==> config.mk <==
export PLATFORM = sky130hd
export DESIGN_NAME = sdd_split_dispatch
export DESIGN_NICKNAME = d
export VERILOG_FILES = /design/src/rtl/sdd_pkg.sv /design/src/rtl/sdd_remap_check.sv /design/src/rtl/sdd_prog_dma.sv /design/src/rtl/sdd_split_dispatch.sv
export SDC_FILE = /design/constraint.sdc
export NUM_CORES = 1
export LEC_CHECK = 0
export BUFFER_PORTS_ARGS = -buffer_cell sky130_fd_sc_hd__buf_2
export CAP_MARGIN = 20
export CORE_AREA = 2 2 258 260
export DETAILED_ROUTE_END_ITERATION = 10
export DIE_AREA = 0 0 260 262
export PLACE_DENSITY = 0.45
export SETUP_SLACK_MARGIN = 0.02
export SLEW_MARGIN = 10
export SYNTH_ARGS = -nofsm -noshare
export SYNTH_HDL_FRONTEND = slang
export SYNTH_SLANG_ARGS = --single-unit
==> constraint.sdc <==
create_clock -name clk -period 3.9 [get_ports clk]
set_input_delay 0.585 -clock clk [delete_from_list [all_inputs] [get_ports clk]]
set_output_delay 0.585 -clock clk [all_outputs]
set_load 0.005 [all_outputs]
==> src/rtl/sdd_pkg.sv <==
package sdd_pkg;
  typedef enum logic [1:0] {
    RD_IDLE = 2'd0,
    RD_BUSY = 2'd1,
    RD_DONE = 2'd2
  } rd_state_e;
endpackage

==> src/rtl/sdd_remap_check.sv <==
module sdd_remap_check #(
  parameter int PBA_W = 6,
  parameter int RM_N  = 4,
  localparam int NBLK = 1 << PBA_W
) (
  input  logic [PBA_W-1:0]      pba_in,
  input  logic [NBLK-1:0]       bad_map,
  input  logic [RM_N-1:0]       rm_valid,
  input  logic [RM_N*PBA_W-1:0] rm_from,
  input  logic [RM_N*PBA_W-1:0] rm_to,
  output logic [PBA_W-1:0]      pba_out,
  output logic                  miss
);
  logic             hit;
  logic [PBA_W-1:0] sub;
  logic             is_bad;

  // scan from the top so the lowest matching entry is the one kept
  always_comb begin
    hit = 1'b0;
    sub = '0;
    for (int i = RM_N - 1; i >= 0; i--) begin
      if (rm_valid[i] && rm_from[i*PBA_W +: PBA_W] == pba_in) begin
        hit = 1'b1;
        sub = rm_to[i*PBA_W +: PBA_W];
      end
    end
  end

  assign is_bad  = bad_map[pba_in];
  assign pba_out = is_bad ? sub : pba_in;
  assign miss    = is_bad & ~hit;
endmodule

==> src/rtl/sdd_prog_dma.sv <==
module sdd_prog_dma #(
  parameter int PD_W        = 32,
  parameter int CHUNK_BEATS = 4,
  parameter int CHUNKS      = 8,
  parameter int CHUNK_BYTES = 2048,
  parameter int OFF_W       = 16,
  localparam int BEAT_W     = (CHUNK_BEATS > 1) ? $clog2(CHUNK_BEATS) : 1,
  localparam int CHK_W      = (CHUNKS > 1) ? $clog2(CHUNKS) : 1
) (
  input  logic             clk,
  input  logic             rst_n,
  input  logic             pg_start,
  input  logic             rd_pending,
  output logic             pg_active,
  input  logic             pi_valid,
  output logic             pi_ready,
  input  logic [PD_W-1:0]  pi_data,
  output logic             pd_valid,
  input  logic             pd_ready,
  output logic [PD_W-1:0]  pd_data,
  output logic             pd_last,
  output logic [OFF_W-1:0] pd_offset
);
  logic              active;
  logic [BEAT_W-1:0] beat;
  logic [CHK_W-1:0]  chunk;
  logic              hold;
  logic              flow;
  logic              end_chunk;
  logic              fire;

  assign hold      = (beat == '0) && rd_pending;
  assign flow      = active && !hold;
  assign pd_valid  = flow && pi_valid;
  assign pi_ready  = flow && pd_ready;
  assign pd_data   = pi_data;
  assign end_chunk = (beat == BEAT_W'(CHUNK_BEATS - 1));
  assign pd_last   = end_chunk && (chunk == CHK_W'(CHUNKS - 1));
  assign pd_offset = OFF_W'(chunk) * OFF_W'(CHUNK_BYTES);
  assign pg_active = active;
  assign fire      = pd_valid && pd_ready;

  always_ff @(posedge clk or negedge rst_n) begin
    if (!rst_n) begin
      active <= 1'b0;
      beat   <= '0;
      chunk  <= '0;
    end else if (!active) begin
      if (pg_start) begin
        active <= 1'b1;
        beat   <= '0;
        chunk  <= '0;
      end
    end else if (fire) begin
      if (end_chunk) begin
        beat <= '0;
        if (pd_last) active <= 1'b0;
        else         chunk  <= chunk + 1'b1;
      end else begin
        beat <= beat + 1'b1;
      end
    end
  end

  // the offset advances by one chunk after a chunk's final beat
  a_r9_offset_step: assert property (@(posedge clk) disable iff (!rst_n)
    fire && end_chunk && !pd_last |=> pd_offset == $past(pd_offset) + OFF_W'(CHUNK_BYTES));
  a_r9_offset_stable: assert property (@(posedge clk) disable iff (!rst_n)
    pd_valid && !pd_ready |=> $stable(pd_offset));
  // the final beat ends the job
  a_r7_last_ends_job: assert property (@(posedge clk) disable iff (!rst_n)
    fire && pd_last |=> !pg_active);
  // a pending read stops the stream only once the chunk is finished
  a_r8_hold_after_chunk: assert property (@(posedge clk) disable iff (!rst_n)
    fire && end_chunk && rd_pending |=> !pd_valid);
endmodule

==> src/rtl/sdd_split_dispatch.sv <==
module sdd_split_dispatch
  import sdd_pkg::*;
#(
  parameter int NCH         = 8,
  parameter int LPN_W       = 16,
  parameter int PBA_W       = 6,
  parameter int RM_N        = 4,
  parameter int DW          = 32,
  parameter int PD_W        = 32,
  parameter int CHUNK_BEATS = 4,
  parameter int CHUNKS      = 8,
  parameter int CHUNK_BYTES = 2048,
  parameter int OFF_W       = 16,
  localparam int NBLK       = 1 << PBA_W,
  localparam int CH_W       = $clog2(NCH),
  localparam int PAIR_W     = CH_W - 1
) (
  input  logic                  clk,
  input  logic                  rst_n,
  input  logic                  req_valid,
  output logic                  req_ready,
  input  logic [LPN_W-1:0]      req_lpn,
  input  logic [PBA_W-1:0]      req_pba_even,
  input  logic [PBA_W-1:0]      req_pba_odd,
  input  logic [NBLK-1:0]       bad_map,
  input  logic [RM_N-1:0]       rm_valid,
  input  logic [RM_N*PBA_W-1:0] rm_from,
  input  logic [RM_N*PBA_W-1:0] rm_to,
  output logic [NCH-1:0]        ch_cmd_valid,
  input  logic [NCH-1:0]        ch_cmd_ready,
  output logic [NCH*PBA_W-1:0]  ch_cmd_pba,
  input  logic [NCH-1:0]        ch_rd_valid,
  output logic [NCH-1:0]        ch_rd_ready,
  input  logic [NCH*DW-1:0]     ch_rd_data,
  output logic                  cpl_valid,
  input  logic                  cpl_ready,
  output logic [LPN_W-1:0]      cpl_lpn,
  output logic [2*DW-1:0]       cpl_data,
  output logic                  cpl_err,
  input  logic                  pg_start,
  output logic                  pg_active,
  input  logic                  pi_valid,
  output logic                  pi_ready,
  input  logic [PD_W-1:0]       pi_data,
  output logic                  pd_valid,
  input  logic                  pd_ready,
  output logic [PD_W-1:0]       pd_data,
  output logic                  pd_last,
  output logic [OFF_W-1:0]      pd_offset
);
  rd_state_e        state;
  logic [LPN_W-1:0] lpn_q;
  logic [PBA_W-1:0] pba_e_q, pba_o_q;
  logic [CH_W-1:0]  ev_q, od_q;
  logic [1:0]       cmd_pend, got, got_n;
  logic [DW-1:0]    tok_e, tok_o;
  logic             err_q;
  logic             busy;
  logic [PBA_W-1:0] rm_e_pba, rm_o_pba;
  logic             rm_e_miss, rm_o_miss;
  logic             ev_cmd_fire, od_cmd_fire, ev_fire, od_fire;

  sdd_remap_check #(.PBA_W(PBA_W), .RM_N(RM_N)) u_rm_even (
    .pba_in(req_pba_even), .bad_map(bad_map), .rm_valid(rm_valid),
    .rm_from(rm_from), .rm_to(rm_to), .pba_out(rm_e_pba), .miss(rm_e_miss));
  sdd_remap_check #(.PBA_W(PBA_W), .RM_N(RM_N)) u_rm_odd (
    .pba_in(req_pba_odd), .bad_map(bad_map), .rm_valid(rm_valid),
    .rm_from(rm_from), .rm_to(rm_to), .pba_out(rm_o_pba), .miss(rm_o_miss));

  assign busy      = (state == RD_BUSY);
  assign od_q      = {ev_q[CH_W-1:1], 1'b1};
  assign req_ready = (state == RD_IDLE);

  for (genvar i = 0; i < NCH; i++) begin : g_ch
    logic is_ev, is_od;
    assign is_ev = (ev_q == CH_W'(i));
    assign is_od = (od_q == CH_W'(i));
    assign ch_cmd_valid[i] = busy && ((is_ev && cmd_pend[0]) || (is_od && cmd_pend[1]));
    assign ch_cmd_pba[i*PBA_W +: PBA_W] = is_ev ? pba_e_q : (is_od ? pba_o_q : '0);
    assign ch_rd_ready[i] = busy && ((is_ev && !cmd_pend[0] && !got[0]) ||
                                     (is_od && !cmd_pend[1] && !got[1]));
    // an unanswered command keeps its valid and address
    a_r2_cmd_hold: assert property (@(posedge clk) disable iff (!rst_n)
      ch_cmd_valid[i] && !ch_cmd_ready[i] |=>
        ch_cmd_valid[i] && $stable(ch_cmd_pba[i*PBA_W +: PBA_W]));
  end

  assign ev_cmd_fire = ch_cmd_valid[ev_q] && ch_cmd_ready[ev_q];
  assign od_cmd_fire = ch_cmd_valid[od_q] && ch_cmd_ready[od_q];
  assign ev_fire     = ch_rd_valid[ev_q] && ch_rd_ready[ev_q];
  assign od_fire     = ch_rd_valid[od_q] && ch_rd_ready[od_q];
  assign got_n       = got | {od_fire, ev_fire};

  always_ff @(posedge clk or negedge rst_n) begin
    if (!rst_n) begin
      state    <= RD_IDLE;
      lpn_q    <= '0;
      pba_e_q  <= '0;
      pba_o_q  <= '0;
      ev_q     <= '0;
      cmd_pend <= '0;
      got      <= '0;
      tok_e    <= '0;
      tok_o    <= '0;
      err_q    <= 1'b0;
    end else begin
      case (state)
        RD_IDLE: if (req_valid) begin
          lpn_q   <= req_lpn;
          pba_e_q <= rm_e_pba;
          pba_o_q <= rm_o_pba;
          ev_q    <= {req_lpn[PAIR_W-1:0], 1'b0};
          got     <= '0;
          tok_e   <= '0;
          tok_o   <= '0;
          if (rm_e_miss || rm_o_miss) begin
            err_q    <= 1'b1;
            cmd_pend <= '0;
            state    <= RD_DONE;
          end else begin
            err_q    <= 1'b0;
            cmd_pend <= 2'b11;
            state    <= RD_BUSY;
          end
        end
        RD_BUSY: begin
          if (ev_cmd_fire) cmd_pend[0] <= 1'b0;
          if (od_cmd_fire) cmd_pend[1] <= 1'b0;
          if (ev_fire) tok_e <= ch_rd_data[ev_q*DW +: DW];
          if (od_fire) tok_o <= ch_rd_data[od_q*DW +: DW];
          got <= got_n;
          if (got_n == 2'b11) state <= RD_DONE;
        end
        RD_DONE: if (cpl_ready) state <= RD_IDLE;
        default: state <= RD_IDLE;
      endcase
    end
  end

  assign cpl_valid = (state == RD_DONE);
  assign cpl_lpn   = lpn_q;
  assign cpl_data  = {tok_o, tok_e};
  assign cpl_err   = err_q;

  sdd_prog_dma #(
    .PD_W(PD_W), .CHUNK_BEATS(CHUNK_BEATS), .CHUNKS(CHUNKS),
    .CHUNK_BYTES(CHUNK_BYTES), .OFF_W(OFF_W)
  ) u_prog (
    .clk(clk), .rst_n(rst_n), .pg_start(pg_start),
    .rd_pending(req_valid || (state != RD_IDLE)), .pg_active(pg_active),
    .pi_valid(pi_valid), .pi_ready(pi_ready), .pi_data(pi_data),
    .pd_valid(pd_valid), .pd_ready(pd_ready), .pd_data(pd_data),
    .pd_last(pd_last), .pd_offset(pd_offset));

  // completion holds until taken, and no new read overlaps it
  a_r6_cpl_hold: assert property (@(posedge clk) disable iff (!rst_n)
    cpl_valid && !cpl_ready |=> cpl_valid && $stable(cpl_data) && $stable(cpl_err) && $stable(cpl_lpn));
  a_r6_no_overlap: assert property (@(posedge clk) disable iff (!rst_n)
    cpl_valid |-> !req_ready);
  // an error completion never comes with channel traffic
  a_r5_err_quiet: assert property (@(posedge clk) disable iff (!rst_n)
    cpl_valid && cpl_err |-> ch_cmd_valid == '0 && ch_rd_ready == '0);
  // data is taken on at most the two channels of the pair
  a_r11_rd_pair: assert property (@(posedge clk) disable iff (!rst_n)
    $countones(ch_rd_ready) <= 2);
  // completion only follows a busy read or an accepted error request
  a_r3_cpl_after_both: assert property (@(posedge clk) disable iff (!rst_n)
    $rose(cpl_valid) && !cpl_err |-> $past(busy));
endmodule

== Word-level counts from Yosys, hierarchy flattened ==
Cells that the tools add are included.
Operators by class
  add/sub/neg operators: 2
  order comparisons: 4
  eq/ne operators: 26
  shifts and indexed selects: 2
  mux-type cells: 79
  bitwise gates (word level): 5
  reductions and logical operators: 87
Operator list (number)
  256-bit by 9-bit indexed part select with 32-bit output: 2
  32-bit one-hot mux with 2 select lines: 2
  6-bit 2-to-1 mux: 19
  32-bit 2-to-1 mux: 3
  1-bit logical AND: 61
  6-bit equality test: 8
  1-bit 2-to-1 mux: 26
  2-bit 2-to-1 mux: 11
  1-bit binary-select mux with 2-bit select: 8
  3-bit 2-to-1 mux: 5
  3-bit AND reduction: 5
  6-bit by 7-bit less-than comparator with 1-bit output (second input constant): 2
  1-bit binary-select mux with 6-bit select: 2
  2-bit by 1-bit inequality test with 1-bit output (second input constant): 6
  2-bit equality test (second input constant): 5
  3-bit by 4-bit less-than comparator with 1-bit output (second input constant): 2
  2-bit inequality test (second input constant): 4
  2-bit one-hot mux with 2 select lines: 2
  2-bit zero test: 3
  3-bit zero test: 2
  2-bit one-hot mux with 3 select lines: 1
  2-bit AND reduction: 3
  2-bit nonzero test: 3
  1-bit zero test: 5
  9 further kinds: 15
Storage, ports and cells
  register bits after elaboration: 107
  input port bits: 455
  logic and storage cells: 219

== Longest topological paths before layout ==
Gate-level depths: netlist of run 1.
  depth after elaboration: 12
  gate-level depth with buffers: 10
  gate-level depth less buffers: 8

== By module ==
From an unflattened synthesis of run 1, not the netlist that was laid out.
Second synthesis, totals
  cells, all modules: 890
  area, all modules: 9345.2 µm²
Modules (own cells, without submodules)
  sdd_split_dispatch: instances 1, cells an instance 556, area an instance 6334.8 µm², seq. area each 2477.4 µm²
  sdd_remap_check: instances 2, cells an instance 122, area an instance 1117.3 µm², seq. area each 0.0 µm²
  sdd_prog_dma: instances 1, cells an instance 90, area an instance 775.7 µm², seq. area each 150.1 µm²

== Worst setup path after synthesis of run 1 ==
No wires, ideal clock.
  kind: input to register
  from: input req_pba_even[1]
  to: register state[1]
  data arrival time: 2214 ps
  slack: 1567 ps
  stages: 9
  path through: buf_6 > buf_6 > mux4_1 > and3_1 > o41ai_2 > o2111ai_2 > nand2_4 > o311ai_1 > and3_1
Between the ends
  word-level cells in the longest chain between the ends: 12
  elaborated cells between the ends (all ways): 20
  those cells by class: eq/ne: 4; mux: 9; bitwise: 2; reduce/logical: 5
Ends and longest elaborated chain
  start, declared: line sdd_split_dispatch.sv:23  | input logic [PBA_W-1:0] req_pba_even,
  6-bit equality test: line sdd_remap_check.sv:23  | if (rm_valid[i] && rm_from[i*PBA_W +: PBA_W] == pba_in) begin
  1-bit logical AND: line sdd_remap_check.sv:23
  1-bit 2-to-1 mux (4 in series): line sdd_remap_check.sv:23
  1-bit NOT: line sdd_remap_check.sv:32  | assign miss = is_bad & ~hit;
  1-bit AND *: line sdd_remap_check.sv:32
  1-bit logical OR *: line sdd_split_dispatch.sv:116  | if (rm_e_miss || rm_o_miss) begin
  2-bit 2-to-1 mux *: line sdd_split_dispatch.sv:116
  2-bit 2-to-1 mux *: line sdd_split_dispatch.sv:108  | RD_IDLE: if (req_valid) begin
  2-bit one-hot mux with 3 select lines *: line sdd_split_dispatch.sv:107  | case (state)
  end signal, assigned: line sdd_split_dispatch.sv:119  | state <= RD_DONE;
  end signal, assigned: line sdd_split_dispatch.sv:123  | state <= RD_BUSY;
  end signal, assigned: line sdd_split_dispatch.sv:132  | if (got_n == 2'b11) state <= RD_DONE;
  end, declared: line sdd_split_dispatch.sv:51  | rd_state_e state;
Mark *: on every way between the ends. The rest lies on a longest branch, timed or not. The select of a mux whose other input is x is not followed.
A chain may end at the register's enable or synchronous reset.

==> results of run 1 <==
==> layout make-up <==
class | count | area, µm²
flip-flops and latches | 105 | 2635
inverters | 14 | 52.55
multi-input cells | 704 | 5619
clock buffers | 11 | 242.7
clock inverters | 5 | 61.31
fillers | 7328 | 52510
diodes | 6 | 15.01
repair buffers | 592 | 3059
well taps | 864 | 1081
==> state kept, by name, indices dropped and copies added, names as in the netlist <==
signal	count
cmd_pend	2
cpl_err	1
cpl_lpn	16
got	2
pba_e_q	6
pba_o_q	6
state	2
tok_e	32
tok_o	32
u_prog.beat	2
u_prog.chunk	3
u_prog.pg_active	1
==> power by group <==
part           internal, mW  switching [mW]  leakage (nW)
Clock                 0.522           0.492         0.151
Combinational          1.45            1.63          4.47
Sequential             1.40           0.443          1.40
Total                  3.37            2.57          6.02
==> Yosys cell counts (all sizes together), types with 14 or more instances <==
library cell    n  area share
and2           38       0.027
and3           21       0.015
buf            70       0.056
clkbuf         48       0.021
dfrtp         105        0.29
inv            14      0.0059
mux2i          34       0.038
mux4           93        0.24
nand2         221       0.094
nor2           30       0.013
o21ai          82       0.046
xnor2          34       0.033
xor2           14       0.014
==> logic make-up (layout without fill, tap and decap cells) <==
group	count (synthesis)	in the layout	synth area share
AND/OR/NAND/NOR	377	377	0.1995
buffers and inverters	132	622	0.08326
AO/OA/AOI/OAI	131	131	0.09001
multiplexers	131	131	0.2791
flip-flops	105	105	0.2949
XOR/XNOR	48	48	0.04718
adder cells (fa/ha/maj)	4	4	0.005617
other	1	19	0.0004208
==> routing by layer <==
metal	track usage	vias to the layer above	wire length (µm)
met1	0.1490	4483	18360
li1	-	4271	-
met2	0.2368	475	23580
met5	0	-	113
met3	0.03434	71	3741
met4	0.05172	18	1437
==> metrics by stage <==
stage	power [mW]	util	cells	hold slack (ns)	instance area, µm²
6_report	5.941	0.1956	2301	0.1355	12770
5_1_grt	6.437	0.1955	2298	0.1541	12760
4_1_cts	6.141	0.1953	2295	0.1368	12750
3_5_place_dp	5.050	0.1907	2279	0.4579	12450
3_3_place_gp	5.009	0.1907	2279	0.4565	12450
2_1_floorplan	3.544	-	941	0.2894	8956
==> worst min path at each step <==
stage	start	to	slack [ns]	cells after the start
detailed placement	cpl_lpn[15]$_DFFE_PN0P_	cpl_lpn[15]$_DFFE_PN0P_	0.46	2
floorplan	rst_n	cmd_pend[0]$_DFFE_PN0P_	0.29	0
global placement	cpl_lpn[7]$_DFFE_PN0P_	cpl_lpn[7]$_DFFE_PN0P_	0.46	2
global route	rst_n	tok_e[14]$_DFFE_PN0P_	0.15	1
CTS	rst_n	tok_e[23]$_DFFE_PN0P_	0.14	1
finish	rst_n	tok_e[14]$_DFFE_PN0P_	0.14	1
==> results.ini, run 1 <==
[run_status]
status=completed

[clocking]
cts_tree=done
cts_root_buf=clkbuf_16
cts_buffers=9
cts_resized=0
htreeDepth=3
cts.sinks=105
cts-hold-fix-buffers=0
post_cts_buffers=0
clockBufferDepth=2
clk_pin_slew_ns=0.08
clock_latency_ns=0.38

[worst_setup_path]
worstSetupPathType=register to output pin
crit_path_top_delay_cell=dfrtp_4
endpoint_kind=output pin
critPathBufInv=2
cp-start-kind=register
required_ns=3.31
critical_path.endpoint=ch_cmd_pba[17]
cp.depth=4
path_delay_family=simple AND/OR/NAND/NOR gates
r2r_slack_ns=1.29
rr_endpoint=tok_o[6]$_DFFE_PN0P_
crit_start=cpl_lpn[0]$_DFFE_PN0P_
cp.arrival_ns=2.36
path_max_fanout=21
r2r-start=cpl_lpn[0]$_DFFE_PN0P_
path_cells=nor2b_1 > buf_4 > and2_1 > buf_2
ff2ff_path_depth=5
crit_path_max_incr_delay_ns=0.74

[pwr]
cellPowerDensity_nw_per_um2=465.4
ir_drop_v=0.0002131
p_leak_nw=6.015

[placed_design]
gp_congestion=0.9275
dp_slack_ns=0.7779
hpwl_um=39280
port_buffers=576

[final_layout]
syn_to_final_growth_pct=43.26
layout_common_cells=buf_2 (575), nand2_1 (218), dfrtp_1 (103)
nNetsFinal=1885
drive_above_1_share=0.5059
layout_commonest_cell=buf_2

[floorplan]
die_w_um=260
initial_core_util=0.1365
rows=94
pin_count=654
die_y_um=262
die-area_um2=68120
coreArea_um2=65280

[sta]
setup_slack_ns=0.9581
rsz0062_at_grt=false
period_needed_ns=2.942
tns_ns=0
setup_viol=0
tightest_slew_ns=0.7723
max_slew_margin=0.4833
finClkSkew_ns=0.01189
fmax_ghz=0.3399
slew_violations=0
hold_viol=0
finalCritPeriodShare=0.7543

[grt]
grt_first_pass_wirelength_um=64740
grt_max_degree=74
grtUsageTotal=0.1320
overflow=0
antenna_found_initial=18
grt_pass1_vias=9563

[detailed_routing]
avgRoutedWirePerCell_um=20.52
drtIter0Drc=390
ant_nets=0
wl_um=47230
drc=0
vias=9318
drt_pass1_iterations=4
via_per_inst=4.050

[yosys]
synth_edf_count=0
postSynthCellCount=929
ys_seq_area_frac=0.2949
yosysWarningCount=0
synth_area_um2=8911
ys_ff_latch=105
synth-main-ff-cell=dfrtp_1
synth_area_per_cell_um2=9.592
ys_types=61
async_flop_share=1.000

[worst_hold_path]
holdCritPathClass=input port to asynchronous set/reset pin

[job]
cap_violations=0

No activity file was read; power rests on OpenSTA's default activity.
==> run 2: changes to the inputs <==
CORE_AREA = 2 2 257 259   (was 2 2 258 260)
DIE_AREA = 0 0 259 261   (was 0 0 260 262)
PLACE_DENSITY = 0.46   (was 0.45)
clock period = 2.6 ns   (was 3.9 ns; I/O delays follow)
==> results.ini, run 2 (synthesis results as in run 1) <==
[run_status]
status=completed

[floorplan]
rows=94
pin_count=654
initial_core_util=0.1370
die_y_um=261
coreArea_um2=65040
die_w_um=259
die-area_um2=67600

[sta]
slew_violations=0
finClkSkew_ns=0.01675
hold_viol=0
period_needed_ns=2.387
tightest_slew_ns=0.6074
rsz0062_at_grt=false
finalCritPeriodShare=0.9180
max_slew_margin=0.5938
setup_viol=0
fmax_ghz=0.4190

[placed_design]
dp.cells=2322
port_buffers=576
place_area_um2=12780
hpwl_um=41200
gp_congestion=0.8588

[final_layout]
drive_above_1_share=0.5214
syn_to_final_growth_pct=47.46
final_area_um2=13140
utilization=0.2020
fin_cells=2341
layout_commonest_cell=buf_2
nNetsFinal=1929
layout_common_cells=buf_2 (575), nand2_1 (218), dfrtp_1 (103)

[grt]
grt_max_degree=65
overflow=0
antenna_found_initial=14
grt_pass1_vias=9628
grtUsageTotal=0.1373
grt_first_pass_wirelength_um=66990

[clocking]
cts_root_buf=clkbuf_16
cts_tree=done
post_cts_buffers=0
clockBufferDepth=2
cts.sinks=105
clk_pin_slew_ns=0.10
htreeDepth=3
cts_buffers=9
clock_latency_ns=0.39

[worst_hold_path]
holdCritPathClass=input port to register

[detailed_routing]
wl_um=48450
wl_met3_um=3080
drc=0
avgRoutedWirePerCell_um=20.70
drt_pass1_iterations=5
via_per_inst=4.067
drtIter0Drc=443
vias=9521
wl_met2_um=24930
drt-met1-wl_um=19320
topRoutingLayerUsed=met5
ant_nets=0

[pwr]
p_leak_nw=6.252
cellPowerDensity_nw_per_um2=704.6
ir_drop_v=0.0002978

[worst_setup_path]
cp-start-kind=register
cp.arrival_ns=2.00
endpoint_kind=output pin
path_max_fanout=8
required_ns=2.21
worstSetupPathType=register to output pin

[job]
cap_violations=0

## run 2: cell count changes in the layout (fill, tap and decap cells not counted), sizes merged
cell	delta
diode	-4
clkinv	+1
dlygate4sd3	+1
buf	+43
inv	+1
clkbuf	-2
## run 2: area by class of cell
cell class                 count  area (µm²)
multi-input combinational    704        5622
fill                        7284       51900
inverter                      14       52.55
sequential                   105        2635
clock inverter                 7       107.6
timing repair buffer         636        3412
antenna                        2       5.005
clock buffer                   9       225.2
tap                          864        1081
## run 2: what timing repair did
item / in CTS / in global routing
setup endpoints to repair: 0 / 12
hold endpoints to repair: 42 / 0
hold buffers: 1 / 0
gates resized for setup: 0 / 2
## run 2: worst max-delay path: stages (launching register included)
cell	delay, ns
dfrtp_1	0.52
nand2b_1	0.22
or3_1	0.37
buf_4	0.20
nor3_1	0.15
buf_2	0.14
## run 2: final timing paths
path,to,depth (start not counted),from,slack (ns)
min,cpl_lpn[13]$_DFFE_PN0P_,3,req_lpn[13],0.19
max,ch_rd_ready[1],5,state[1]$_DFFE_PN0P_,0.21
min reg2reg,cpl_lpn[7]$_DFFE_PN0P_,2,cpl_lpn[7]$_DFFE_PN0P_,0.48
max reg2reg,u_prog.chunk[0]$_DFFE_PN0P_,6,state[1]$_DFFE_PN0P_,0.41
max in group asynchronous,u_prog.beat[1]$_DFFE_PN0P_,3,rst_n,1.42
min in group asynchronous,cpl_lpn[13]$_DFFE_PN0P_,2,rst_n,0.54
## run 2: where the power goes
| group | total (mW) | leakage (nW) | internal, mW | switching (mW) |
|---|---|---|---|---|
| Combinational | 5.07 | 4.70 | 2.35 | 2.72 |
| Sequential | 2.61 | 1.40 | 2.10 | 0.512 |
| Clock | 1.58 | 0.161 | 0.788 | 0.789 |
| Total | 9.26 | 6.25 | 5.24 | 4.02 |
## run 2: per-stage QoR
stage | setup WS [ns] | power, mW | setup TNS, ns | hold WS (ns)
after floorplan | 0.4385 | 5.315 | 0 | 0.09441
after global placement | 0.008573 | 7.825 | 0 | 0.3839
after detailed placement | -0.04389 | 7.869 | -0.1645 | 0.3925
after CTS | 0.02358 | 9.557 | 0 | 0.1540
after global routing | 0.02931 | 10.00 | 0 | 0.1701
final | 0.2131 | 9.258 | 0 | 0.1927
## run 2: per-layer routing
metal,track usage,up-vias
li1,-,4360
met1,0.1639,4630
met2,0.2491,465
met3,0.02671,62
met4,0.03950,4
met5,0,-
==> run 3: changes to the inputs <==
ABC_AREA = 1   (was unset)
CORE_AREA = 2 2 258 260   (was 2 2 257 259)
DIE_AREA = 0 0 260 262   (was 0 0 259 261)
PLACE_DENSITY = 0.47   (was 0.46)
SKIP_LAST_GASP = 1   (was unset)
==> results.ini, run 3 <==
[run_status]
status=completed

[clocking]
cts_buffers=9
cts_tree=done
cts_root_buf=clkbuf_16
clock_latency_ns=0.40
cts.sinks=105
clk_pin_slew_ns=0.09
htreeDepth=3
cts-hold-fix-buffers=0
clockBufferDepth=2

[pwr]
cellPowerDensity_nw_per_um2=728.1
power_mw=10.19
p_leak_nw=8.146
ir_drop_v=0.0004455

[floorplan]
die_w_um=260
die-area_um2=68120
coreArea_um2=65280
pin_count=654
die_y_um=262
rows=94
initial_core_util=0.1499

[yosys]
async_flop_share=1.000
synth_edf_count=0
synth_area_per_cell_um2=5.951
synth_top_area_frac=0.2686
synth_area_um2=9783
yosys.area.top_type=dfrtp_1
postSynthCellCount=1644
ys_top_cells_by_area=dfrtp_1 (27%), nand2_1 (22%), nand3_1 (12%)
yosysWarningCount=0
yosys-top-cells-count=nand2_1 (582), nand3_1 (240), inv_1 (176)
ys_seq_area_frac=0.2686
ys_types=39
yosysMostFrequentCell=nand2_1
synth-main-ff-cell=dfrtp_1
ys_ff_latch=105

[sta]
period_needed_ns=2.391
finalCritPeriodShare=0.9195
rsz0062_at_grt=false
finClkSkew_ns=0.01409
max_slew_margin=0.4708
slew_violations=0
tightest_slew_ns=0.7889
hold_viol=0
setup_viol=0
fmax_ghz=0.4183
tns_ns=0

[detailed_routing]
drtIter0Drc=971
drt_pass1_iterations=5
avgRoutedWirePerCell_um=18.29
wl_um=55550
drc=0
via_per_inst=4.236
vias=12870
ant_nets=0

[worst_setup_path]
r2r_slack_ns=0.37
critPathBufInv=4
critical_path.endpoint=ch_cmd_pba[23]
crit_path_top_delay_cell=dfrtp_1
required_ns=2.21
crit_start=cpl_lpn[0]$_DFFE_PN0P_
rr_endpoint=state[1]$_DFFE_PN0P_
endpoint_kind=output pin
cp-start-kind=register
worstSetupPathType=register to output pin
cp.arrival_ns=2.00
r2r-start=cpl_lpn[0]$_DFFE_PN0P_
path_max_fanout=18
crit_path_max_incr_delay_ns=0.49
cpMostUsedCell=inv_2
ff2ff_path_depth=14
path_delay_family=simple AND/OR/NAND/NOR gates
path_cells=inv_2 > nor2_4 > inv_2 > buf_4 > nor2_1 > buf_2
cp.depth=6

[grt]
grt_first_pass_wirelength_um=77820
antenna_found_initial=10
grt_max_degree=106
grtUsageTotal=0.1535
grt_pass1_vias=11840
overflow=0

[placed_design]
port_buffers=576
place_area_um2=13640
gp_congestion=0.8855
hpwl_um=44810

[final_layout]
layout_commonest_cell=nand2_1
layout_common_cells=nand2_1 (580), buf_2 (575), nand3_1 (240)
syn_to_final_growth_pct=43.05
final_area_um2=13990
drive_above_1_share=0.3190
nNetsFinal=2617

[worst_hold_path]
holdCritPathClass=input port to asynchronous set/reset pin

[job]
cap_violations=0

-- run 3: worst min path at each step --
stage / endpoint / cells after the start / slack (ns)
2_1_floorplan: cmd_pend[0]$_DFFE_PN0P_ / 0 / 0.09
3_3_place_gp: cpl_lpn[13]$_DFFE_PN0P_ / 2 / 0.46
3_5_place_dp: cpl_lpn[11]$_DFFE_PN0P_ / 2 / 0.46
4_1_cts: tok_e[2]$_DFFE_PN0P_ / 2 / 0.08
5_1_grt: tok_e[2]$_DFFE_PN0P_ / 2 / 0.08
6_report: tok_e[2]$_DFFE_PN0P_ / 2 / 0.04
-- run 3: per-stage QoR --
stage	hold slack (ns)	instances	setup WS (ns)	util
floorplan	0.09441	1656	0.8206	-
global placement	0.4597	3011	0.1957	0.2090
detailed placement	0.4595	3011	0.1844	0.2090
CTS	0.08224	3027	0.1052	0.2140
global route	0.08395	3036	0.05479	0.2144
finish	0.03770	3037	0.2092	0.2144
-- run 3: layout make-up --
type                            instances  area [µm²]
Antenna cell                           10       25.02
Clock buffer                            9       225.2
Clock inverter                          7       96.34
Fill cell                            7614       51280
Inverter                              191       716.9
Multi-Input combinational cell       1215        5733
Sequential cell                       105        2628
Tap cell                              864        1081
Timing Repair Buffer                  636        3490
-- run 3: cell families after synthesis --
group / share of synthesized area
simple gates: 0.4192
buf+inv: 0.1535
compound gates: 0.1505
flops: 0.2686
fa+ha+maj: 0.005116
xor+xnor: 0.002686
other cells: 0.0003833
-- run 3: routing by layer --
layer	vias to the layer above	routed length, µm	GRT usage
li1	6296	-	-
met1	5959	24910	0.2108
met3	53	4147	0.03231
met5	-	16	0
met2	555	25400	0.2401
met4	2	1069	0.04757
-- run 3: where the power goes --
group,switching [mW],total [mW],internal [mW],leakage (nW)
Sequential,0.420,2.62,2.20,1.40
Clock,0.780,1.55,0.775,0.158
Combinational,3.91,6.02,2.10,6.59
-- run 3: worst reg2reg max path: cells and delay by family, from the launching register on --
kind            cells  cell delay (ns)
simple gates        8             0.98
buf+inv             4             0.51
flops               1             0.49
compound gates      2             0.16
-- run 3: what timing repair did --
| action | CTS | global route |
|---|---|---|
| setup endpoints to repair | 0 | 1 |
| gates resized for setup | 0 | 1 |
| setup buffers | 0 | 0 |
